[config.mk]
export PLATFORM = sky130hd
export DESIGN_NAME = vpci_regs
export DESIGN_NICKNAME = d
export VERILOG_FILES = /design/src/rtl/vpci_pkg.sv /design/src/rtl/vpci_decode.sv /design/src/rtl/vpci_qtable.sv /design/src/rtl/vpci_regs.sv
export SDC_FILE = /design/constraint.sdc
export NUM_CORES = 1
export LEC_CHECK = 0
export ABC_AREA = 1
export BUFFER_PORTS_ARGS = -buffer_cell sky130_fd_sc_hd__buf_4
export CAP_MARGIN = 20
export CORE_MARGIN = 1
export CORE_UTILIZATION = 60
export DETAILED_ROUTE_END_ITERATION = 6
export HOLD_SLACK_MARGIN = 0.1
export PLACE_DENSITY = 0.81
export SLEW_MARGIN = 20
export SYNTH_ARGS = -nofsm -noshare
export SYNTH_HDL_FRONTEND = slang
export SYNTH_SLANG_ARGS = --single-unit
[constraint.sdc]
create_clock -name clk -period 2.85 [get_ports clk]
set_input_delay 0.1425 -clock clk [delete_from_list [all_inputs] [get_ports clk]]
set_output_delay 0.1425 -clock clk [all_outputs]
set_load 0.05 [all_outputs]
[src/rtl/vpci_pkg.sv]
package vpci_pkg;

  typedef enum logic [3:0] {
    REG_NONE, REG_HFEAT, REG_GFEAT, REG_PFN, REG_QNUM, REG_QSEL,
    REG_NOTIFY, REG_STATUS, REG_ISR, REG_CVEC, REG_QVEC
  } reg_e;

  localparam int HDR_PLAIN   = 20;
  localparam int HDR_MSG     = 24;
  localparam int PAGE_SHIFT  = 12;
  localparam int BASE_W      = 32 + PAGE_SHIFT;
  localparam int CAP_EMPTY   = 24;
  localparam int CAP_INDIR   = 28;
  localparam int CAP_BADNEG  = 30;
  localparam logic [15:0] NO_VECTOR = 16'hFFFF;

  function automatic logic [31:0] host_view(input logic [31:0] f);
    logic [31:0] v;
    v = f;
    v[CAP_EMPTY]  = 1'b1;
    v[CAP_INDIR]  = 1'b1;
    v[CAP_BADNEG] = 1'b1;
    return v;
  endfunction

  function automatic logic [31:0] guest_accept(input logic [31:0] v);
    return v[CAP_BADNEG] ? 32'h0 : v;
  endfunction

  function automatic logic [15:0] vec_clamp(input logic [15:0] v, input int maxv);
    return (int'(v) > maxv) ? NO_VECTOR : v;
  endfunction

  function automatic logic [BASE_W-1:0] pfn_to_base(input logic [31:0] p);
    return {p, {PAGE_SHIFT{1'b0}}};
  endfunction

  function automatic logic [31:0] base_to_pfn(input logic [BASE_W-1:0] b);
    return b[BASE_W-1:PAGE_SHIFT];
  endfunction

endpackage

[src/rtl/vpci_decode.sv]
module vpci_decode import vpci_pkg::*; #(
  parameter int AW = 8
) (
  input  logic [AW-1:0] addr,
  input  logic          msix_en,
  output reg_e          reg_id,
  output logic          in_dev,
  output logic [AW-1:0] dev_off
);
  logic [AW-1:0] hdr_len;

  assign hdr_len = msix_en ? AW'(HDR_MSG) : AW'(HDR_PLAIN);
  assign in_dev  = (addr >= hdr_len);
  assign dev_off = addr - hdr_len;

  always_comb begin
    reg_id = REG_NONE;
    case (int'(addr))
      0:  reg_id = REG_HFEAT;
      4:  reg_id = REG_GFEAT;
      8:  reg_id = REG_PFN;
      12: reg_id = REG_QNUM;
      14: reg_id = REG_QSEL;
      16: reg_id = REG_NOTIFY;
      18: reg_id = REG_STATUS;
      19: reg_id = REG_ISR;
      20: reg_id = msix_en ? REG_CVEC : REG_NONE;
      22: reg_id = msix_en ? REG_QVEC : REG_NONE;
      default: reg_id = REG_NONE;
    endcase
  end
endmodule

[src/rtl/vpci_qtable.sv]
module vpci_qtable import vpci_pkg::*; #(
  parameter int NQ = 8,
  localparam int QW = $clog2(NQ)
) (
  input  logic              clk,
  input  logic              rst_n,
  input  logic              clr,
  input  logic [QW-1:0]     sel,
  input  logic              base_we,
  input  logic [BASE_W-1:0] base_wd,
  input  logic              vec_we,
  input  logic [15:0]       vec_wd,
  output logic [BASE_W-1:0] base_rd,
  output logic [15:0]       vec_rd
);
  logic [BASE_W-1:0] base_q [NQ];
  logic [15:0]       vec_q  [NQ];

  for (genvar q = 0; q < NQ; q++) begin : g_queue
    logic hit;
    assign hit = (int'(sel) == q);
    always_ff @(posedge clk or negedge rst_n) begin
      if (!rst_n) begin
        base_q[q] <= '0;
        vec_q[q]  <= NO_VECTOR;
      end else if (clr) begin
        base_q[q] <= '0;
        vec_q[q]  <= NO_VECTOR;
      end else begin
        if (base_we && hit) base_q[q] <= base_wd;
        if (vec_we && hit)  vec_q[q]  <= vec_wd;
      end
    end
  end

  assign base_rd = base_q[sel];
  assign vec_rd  = vec_q[sel];
endmodule

[src/rtl/vpci_regs.sv]
module vpci_regs import vpci_pkg::*; #(
  parameter int NQ      = 8,
  parameter int MAX_VEC = 31,
  parameter int AW      = 8
) (
  input  logic          clk,
  input  logic          rst_n,
  input  logic          msix_en,
  input  logic          bus_req,
  input  logic          bus_we,
  input  logic [1:0]    bus_size,
  input  logic [AW-1:0] bus_addr,
  input  logic [31:0]   bus_wdata,
  output logic [31:0]   bus_rdata,
  input  logic [31:0]   host_feat_i,
  input  logic [15:0]   sel_qsize_i,
  output logic [15:0]   qsel_o,
  input  logic [1:0]    isr_set_i,
  output logic          irq_o,
  output logic          notify_o,
  output logic [15:0]   notify_idx_o,
  output logic          dev_reset_o,
  output logic          cfg_req_o,
  output logic          cfg_we_o,
  output logic [1:0]    cfg_size_o,
  output logic [AW-1:0] cfg_addr_o,
  output logic [31:0]   cfg_wdata_o,
  input  logic [31:0]   cfg_rdata_i
);
  localparam int QW = $clog2(NQ);

  reg_e          reg_id;
  logic          in_dev;
  logic [AW-1:0] dev_off;

  logic [31:0] gfeat_q;
  logic [7:0]  status_q;
  logic [7:0]  isr_q;
  logic [15:0] cvec_q;
  logic [BASE_W-1:0] base_rd;
  logic [15:0]       qvec_rd;

  // named internal events
  logic hdr_wr, hdr_rd;
  logic wr_gfeat, wr_pfn, wr_qsel, wr_notify, wr_status, wr_cvec, wr_qvec;
  logic isr_rd, do_reset, pfn_store, qsel_ok;

  vpci_decode #(.AW(AW)) u_dec (
    .addr(bus_addr), .msix_en(msix_en),
    .reg_id(reg_id), .in_dev(in_dev), .dev_off(dev_off)
  );

  assign hdr_wr    = bus_req &  bus_we & ~in_dev;
  assign hdr_rd    = bus_req & ~bus_we & ~in_dev;
  assign wr_gfeat  = hdr_wr & (reg_id == REG_GFEAT);
  assign wr_pfn    = hdr_wr & (reg_id == REG_PFN);
  assign wr_qsel   = hdr_wr & (reg_id == REG_QSEL);
  assign wr_notify = hdr_wr & (reg_id == REG_NOTIFY);
  assign wr_status = hdr_wr & (reg_id == REG_STATUS);
  assign wr_cvec   = hdr_wr & (reg_id == REG_CVEC);
  assign wr_qvec   = hdr_wr & (reg_id == REG_QVEC);
  assign isr_rd    = hdr_rd & (reg_id == REG_ISR);
  assign pfn_store = wr_pfn & (bus_wdata != 32'h0);
  assign do_reset  = (wr_pfn & (bus_wdata == 32'h0)) |
                     (wr_status & (bus_wdata[7:0] == 8'h0));
  assign qsel_ok   = (bus_wdata[15:0] < 16'(NQ));

  always_ff @(posedge clk or negedge rst_n) begin
    if (!rst_n) begin
      gfeat_q      <= '0;
      status_q     <= '0;
      isr_q        <= '0;
      qsel_o       <= '0;
      cvec_q       <= NO_VECTOR;
      notify_o     <= 1'b0;
      notify_idx_o <= '0;
      dev_reset_o  <= 1'b0;
    end else begin
      notify_o    <= wr_notify;
      dev_reset_o <= do_reset;
      if (wr_notify) notify_idx_o <= bus_wdata[15:0];
      isr_q <= ((isr_rd | do_reset) ? 8'h0 : isr_q) | {6'b0, isr_set_i};
      if (do_reset) begin
        gfeat_q  <= '0;
        status_q <= '0;
        qsel_o   <= '0;
        cvec_q   <= NO_VECTOR;
      end else begin
        if (wr_gfeat)            gfeat_q  <= guest_accept(bus_wdata);
        if (wr_status)           status_q <= bus_wdata[7:0];
        if (wr_qsel && qsel_ok)  qsel_o   <= bus_wdata[15:0];
        if (wr_cvec)             cvec_q   <= vec_clamp(bus_wdata[15:0], MAX_VEC);
      end
    end
  end

  vpci_qtable #(.NQ(NQ)) u_qtab (
    .clk(clk), .rst_n(rst_n), .clr(do_reset),
    .sel(qsel_o[QW-1:0]),
    .base_we(pfn_store), .base_wd(pfn_to_base(bus_wdata)),
    .vec_we(wr_qvec), .vec_wd(vec_clamp(bus_wdata[15:0], MAX_VEC)),
    .base_rd(base_rd), .vec_rd(qvec_rd)
  );

  always_comb begin
    bus_rdata = 32'hFFFF_FFFF;
    if (in_dev) bus_rdata = cfg_rdata_i;
    else begin
      case (reg_id)
        REG_HFEAT:  bus_rdata = host_view(host_feat_i);
        REG_GFEAT:  bus_rdata = gfeat_q;
        REG_PFN:    bus_rdata = base_to_pfn(base_rd);
        REG_QNUM:   bus_rdata = {16'h0, sel_qsize_i};
        REG_QSEL:   bus_rdata = {16'h0, qsel_o};
        REG_STATUS: bus_rdata = {24'h0, status_q};
        REG_ISR:    bus_rdata = {24'h0, isr_q};
        REG_CVEC:   bus_rdata = {16'h0, cvec_q};
        REG_QVEC:   bus_rdata = {16'h0, qvec_rd};
        default:    bus_rdata = 32'hFFFF_FFFF;
      endcase
    end
  end

  assign irq_o       = ~msix_en & isr_q[0];
  assign cfg_req_o   = bus_req & in_dev;
  assign cfg_we_o    = bus_we;
  assign cfg_size_o  = bus_size;
  assign cfg_addr_o  = dev_off;
  assign cfg_wdata_o = bus_wdata;
endmodule

# Word-level counts from Yosys, hierarchy flattened
# Index checks and enable logic that the tools add are counted.
dict set report classes {
  add_sub_neg 1
  multipliers 0
  n_div 0
  order_cmp 4
  n_eq_ne 26
  n_shift 0
  n_mux 55
  n_bitwise 24
  reduce_logical 42
}
# operator count
set ops {}
lappend ops {{$mux W44} 18}
lappend ops {{$mux W16} 23}
lappend ops {{$pmux W32 S9} 1}
lappend ops {{$bmux W44 S3} 1}
lappend ops {{$mux W32} 4}
lappend ops {{$bmux W16 S3} 1}
lappend ops {{$eq A8 B5 Y1 const B} 5}
lappend ops {{$pmux W4 S10} 1}
lappend ops {{$reduce_bool A2 Y1} 20}
lappend ops {{$logic_not A32 Y1} 1}
lappend ops {{$reduce_bool A32 Y1} 1}
lappend ops {{$eq A8 B4 Y1 const B} 3}
lappend ops {{$mux W8} 3}
lappend ops {{$and A1 B1 Y1} 17}
lappend ops {{$logic_and A1 B1 Y1} 17}
lappend ops {{$eq A4 B3 Y1 const B} 4}
lappend ops {{$gt A16 B5 Y1 const B} 1}
lappend ops {{$logic_not A8 Y1} 2}
lappend ops {{$lt A16 B4 Y1 const B} 1}
lappend ops {{$eq A3 B3 Y1 const B} 4}
lappend ops {{$eq A4 B4 Y1 const B} 3}
lappend ops {{$mux W4} 3}
lappend ops {{$eq A4 B2 Y1 const B} 2}
lappend ops {{$eq A8 B3 Y1 const B} 1}
lappend ops {{other kinds (11)} 15}
dict set report word_totals {
  ff_bits 578
  latchBits 0
  mem_bits_rw 0
  mem_bits_ro 0
  input_bits 129
  wordCells 176
  n_memories 0
}

# Depth between registers and ports, before layout
dict set report depth {
  word_depth 10
  mapped_depth 17
}

# Modules after synthesis
# From an unflattened synthesis, not the netlist that was laid out.
dict set report hier_totals {
  hier_cells 4142
  area_unflattened_um2 30176.4
}
# mod n_inst cells_each area_per_inst_um2
set modules_own_cells {}
lappend modules_own_cells {vpci_qtable 1 3179 23864.1}
lappend modules_own_cells {vpci_regs 1 892 5916.9}
lappend modules_own_cells {vpci_decode 1 71 395.4}

# Worst setup path after synthesis
# OpenSTA, ideal clock, no wires.
dict set report synth_path {
  path_kind {register to output}
  start {register qsel_o[1]}
  end {output bus_rdata[24]}
  arrival_ns 2.928
  path_slack_ns -0.220
  path_stages_with_launch 11
  n_path_buf 4
  path_cell_list {dfrtp_1 -> clkbuf_1 -> inv_1 -> clkbuf_1 -> nand2_1 -> clkbuf_1 -> buf_2 -> o22ai_1 -> o21ai_0 -> nand3_1 -> a31oi_1}
}
dict set report synth_between {
  elab_chain_len 6
}
# item line
set synth_rtl {}
lappend synth_rtl {{from (decl)} vpci_regs.sv:17} ;# output logic [15:0] qsel_o,
lappend synth_rtl {{from (signal assigned)} vpci_regs.sv:91} ;# if (wr_qsel && qsel_ok) qsel_o <= bus_wdata[15:0];
lappend synth_rtl {{$not A3 Y4 (implied by the code)} vpci_qtable.sv:36} ;# assign base_rd = base_q[sel];
lappend synth_rtl {{$bmux W44 S3} vpci_qtable.sv:36}
lappend synth_rtl {{$mux W44 (implied by the code) (2 in series)} vpci_qtable.sv:36}
lappend synth_rtl {{$pmux W32 S9} vpci_regs.sv:109} ;# case (reg_id)
lappend synth_rtl {{$mux W32} vpci_regs.sv:107} ;# if (in_dev) bus_rdata = cfg_rdata_i;
lappend synth_rtl {{to (decl)} vpci_regs.sv:14} ;# output logic [31:0] bus_rdata,
# Every way passes these cells. The select of a mux whose other input is x is not followed.

# Worst setup path after layout
dict set report layout_path {
  start {register qsel_o[0]}
  end {output bus_rdata[13]}
}
dict set report layout_between {
  elab_chain_len 6
}
# item line
set layout_rtl {}
lappend layout_rtl {{$not A3 Y4 (implied by the code) (*)} {vpci_qtable.sv:36, vpci_qtable.sv:37}}
lappend layout_rtl {{$bmux W16 S3 / $bmux W44 S3 (equally long branches)} {vpci_qtable.sv:37, vpci_qtable.sv:36}}
lappend layout_rtl {{$mux W16 (implied by the code) / $mux W44 (equally long branches) (2 in series)} {vpci_qtable.sv:37, vpci_qtable.sv:36}}
lappend layout_rtl {{$pmux W32 S9 (*)} vpci_regs.sv:109}
lappend layout_rtl {{$mux W32 (*)} vpci_regs.sv:107}
# Mark *: on every way between the ends. The rest lies on a longest branch, timed or not. The select of a mux whose other input is x is not followed.

==> qor.txt <==
FF/Latch Area: 0.0121 mm²
Detailed Route Iter0 Violations: 3269
outcome: complete, but fails checks
Final Cell Area: 0.0297 mm²
core area: 0.0389 mm²
critical path fanouts, max: 6
residual DRC count: 28
Worst path slowest cell: dfrtp_1
fin cells: 3864
Seq/Total Area, Yosys: 50.7%
Pre-antenna DRT Iters: 7
maximum clock rate: 0.337 GHz
Die W: 201 µm
Clock transition at path regs: 0.06 ns
Gate power share: 7.3%
post-route minimum period: 2.97 ns
Max Cap Violations: 0
WL/cell: 21.9 µm
final WL: 84.4 mm
r2r startpoint: qsel_o[2]
Largest stage delay, worst path: 0.39 ns
worst reg2reg setup slack: 0.56 ns
Max Slew Vio Count: 0
Syn Inst Count: 3055
crit path from: qsel_o[0]
min-delay worst type: primary input to asynchronous set/reset pin
Ys Warns: 0
Layout fillers: 2630
port buffer count: 232
failing checks: DRC, setup timing
switching pwr: 3.41 mW
Final Hold Fails: 0
layout cells sized above 1: 25.3%
vias: 23.9k
crit start category: register
DR vias/cell: 6.18
Slew HR: 46.6%
Worst EP arrival: 2.82 ns
Critical Path RT: 2.71 ns
Fin Clk Skew: 0.00832 ns
Total GRT Usage: 40.3%
placer congestion estimate: 0.960
CP endpoint kind: output port
placed cells: 3706
FF-to-FF path depth: 7
# diodes: 0
Clk Latency, worst-skew pair: 0.60 ns
syn avg cell area: 7.80 µm²
CP endpoint: bus_rdata[13]
Final Util: 76.3%
Clk pwr share: 44.7%
maximum vdd drop: 498 µV
die area: 0.0405 mm²
Reg power frac: 48.0%
Reg-to-Reg End: u_qtab.vec_q[44]
CTS Buffer Depth: 3
Syn-to-layout area delta: 24.7%
leakage: 15.8 nW
GRT overflow: 0
Detail Placement HPWL: 51.5 mm
nets: 3443
# rows: 72
Crit Path Category: register to output port
Sw Share: 24.2%
antenna-violating nets left: 0
Mapped Nets: 3187
Pwr per Cell Area: 475 mW/mm²
final worst slack: -0.116 ns
count of cell types in the netlist: 43
CTS buffer count: 49
Worst Max-Slew Pin Slew: 0.801 ns
Die Y: 201 µm
flops & latches, synth: 475
clk root buf: clkbuf_16
Netlist Area Pre-Place: 0.0238 mm²
largest net degree at the start of global routing: 91
CTS tree: built
# setup viols final: 23
H-Tree Depth: 2
Clock Sinks: 475
initial antenna violation count: 0
RSZ-0062 raised after global routing: true
Power Total: 14.1 mW
first-pass GRT wire length: 128 mm
area post-placement: 0.0265 mm²
worst-path cell chain: clkinvlp_4 > nor2_4 > buf_6 > buf_16 > nand2_2 > nand4_1 > nand2_1 > nand3_2 > nand2_2 > nor2_4 > nand4_1 > nand2_1 > inv_1 > buf_6
Initial Utilization: 61.2%
vias in the first global route: 23.4k
area of the multi-input gates: 0.0103 mm²
IO Pins: 240
Cell Int Power: 10.7 mW
fin crit share: 104%
final cells by class:
type                       instances  area share, %
clock buffer                      77           4.78
clock inverter                     9          0.366
inverter                         232           2.98
multi-input combinational       2117           34.7
tap                              518           2.18
sequential                       475           40.6
timing repair buffer             436           14.3
stage by stage:
stage / hold WS [ns] / TNS (ns) / setup slack (ns)
floorplan: -0.153 / 0 / 0.0639
global placement: 0.241 / 0 / 0.0384
detailed placement: 0.244 / -0.253 / -0.0389
CTS: 0.209 / -0.350 / -0.0406
global route: 0.264 / -2.48 / -0.153
finish: 0.216 / -1.01 / -0.116
synth_stat cells, drive strengths merged:
library cell | count | share of area [%]
a21oi | 14 | 0.29
a22o | 10 | 0.37
a22oi | 4 | 0.13
a311oi | 1 | 0.037
a31oi | 2 | 0.053
and3 | 1 | 0.026
buf | 130 | 3.6
clkbuf | 101 | 1.6
clkinv | 5 | 0.079
dfrtp | 331 | 35
dfstp | 144 | 16
fa | 1 | 0.084
ha | 2 | 0.11
inv | 227 | 3.6
nand2 | 941 | 15
nand3 | 390 | 8.6
nand3b | 1 | 0.084
nand4 | 57 | 1.6
nor2 | 367 | 6.2
nor3 | 5 | 0.15
o2111ai | 4 | 0.15
o211ai | 4 | 0.13
o21ai | 173 | 3.6
o221ai | 12 | 0.44
o22ai | 78 | 2.0
o31ai | 26 | 0.82
or2 | 20 | 0.53
xor2 | 4 | 0.15
state kept, by name (all words and copies together) (netlist names):
| register | count |
|---|---|
| u_qtab.vec_q | 128 |
| isr_q | 2 |
| notify_idx_o | 16 |
| status_q | 8 |
| gfeat_q | 31 |
| notify_o | 1 |
| cvec_q | 16 |
| dev_reset_o | 1 |
| qsel_o | 16 |
| u_qtab.base_q | 256 |
repair_timing:
action | CTS | global route
buffers inserted | 17 | 9
hold endpoints to repair | 280 | 0
endpoints found under the setup margin | 29 | 34
resized for setup | 112 | 123
hold buffers | 37 | 0
pin swaps | 50 | 57
gates cloned | 5 | 5
power groups by stage:
stage	logic (mW)	clock network, mW	registers (mW)
2_1_floorplan	0.484	0	6.88
3_3_place_gp	0.925	0	6.88
3_5_place_dp	0.938	0	6.88
4_1_cts	1.00	6.30	6.77
5_1_grt	1.08	6.58	6.76
6_report	1.03	6.31	6.77
worst min-delay path by stage:
| stage | end | from |
|---|---|---|
| 6_report | u_qtab.base_q[21] | rst_n |
| 5_1_grt | u_qtab.base_q[322] | rst_n |
| 4_1_cts | u_qtab.base_q[65] | rst_n |
| 3_5_place_dp | u_qtab.base_q[65] | rst_n |
| 3_3_place_gp | u_qtab.base_q[153] | rst_n |
| 2_1_floorplan | dev_reset_o | rst_n |
kinds of logic after synthesis:
family	after synthesis	share of synthesized area, %
simple gates	1782	32.1
fa+ha+maj	3	0.189
flops	475	50.7
compound gates	328	8.09
buf+inv	463	8.85
xor+xnor	4	0.147
critical path, delay by kind of cell, from the launching register on:
family        cells  cell delay (ns)
buf+inv           5             0.70
simple gates      9             1.10
flops             1             0.39
per-layer routing:
| metal | vias to the layer above | track usage (%) | wire length, µm |
|---|---|---|---|
| met2 | 1793 | 63.1 | 39000 |
| met5 | - | 0 | 0 |
| met4 | 0 | 25.9 | 5920 |
| met3 | 404 | 8.37 | 9660 |
| li1 | 10300 | - | - |
| met1 | 11400 | 51.3 | 29800 |
cells in the final DEF (no fill, tap or decap), drive strengths merged, types with 4 or more instances in the layout:
cell type	Yosys	layout
nand4	57	57
or2	20	20
o31ai	26	26
nand3	390	390
clkinv	5	9
o211ai	4	4
dlygate4sd3	0	37
dfstp	144	144
o21ai	173	173
nand2	941	941
o22ai	78	78
inv	227	227
nor3	5	5
xor2	4	4
nor2	367	367
a21oi	14	14
buf	130	393
a22o	10	10
o2111ai	4	4
a22oi	4	4
o221ai	12	12
dfrtp	331	331
clkbuf	101	82
No activity file was read; power rests on OpenSTA's default activity.
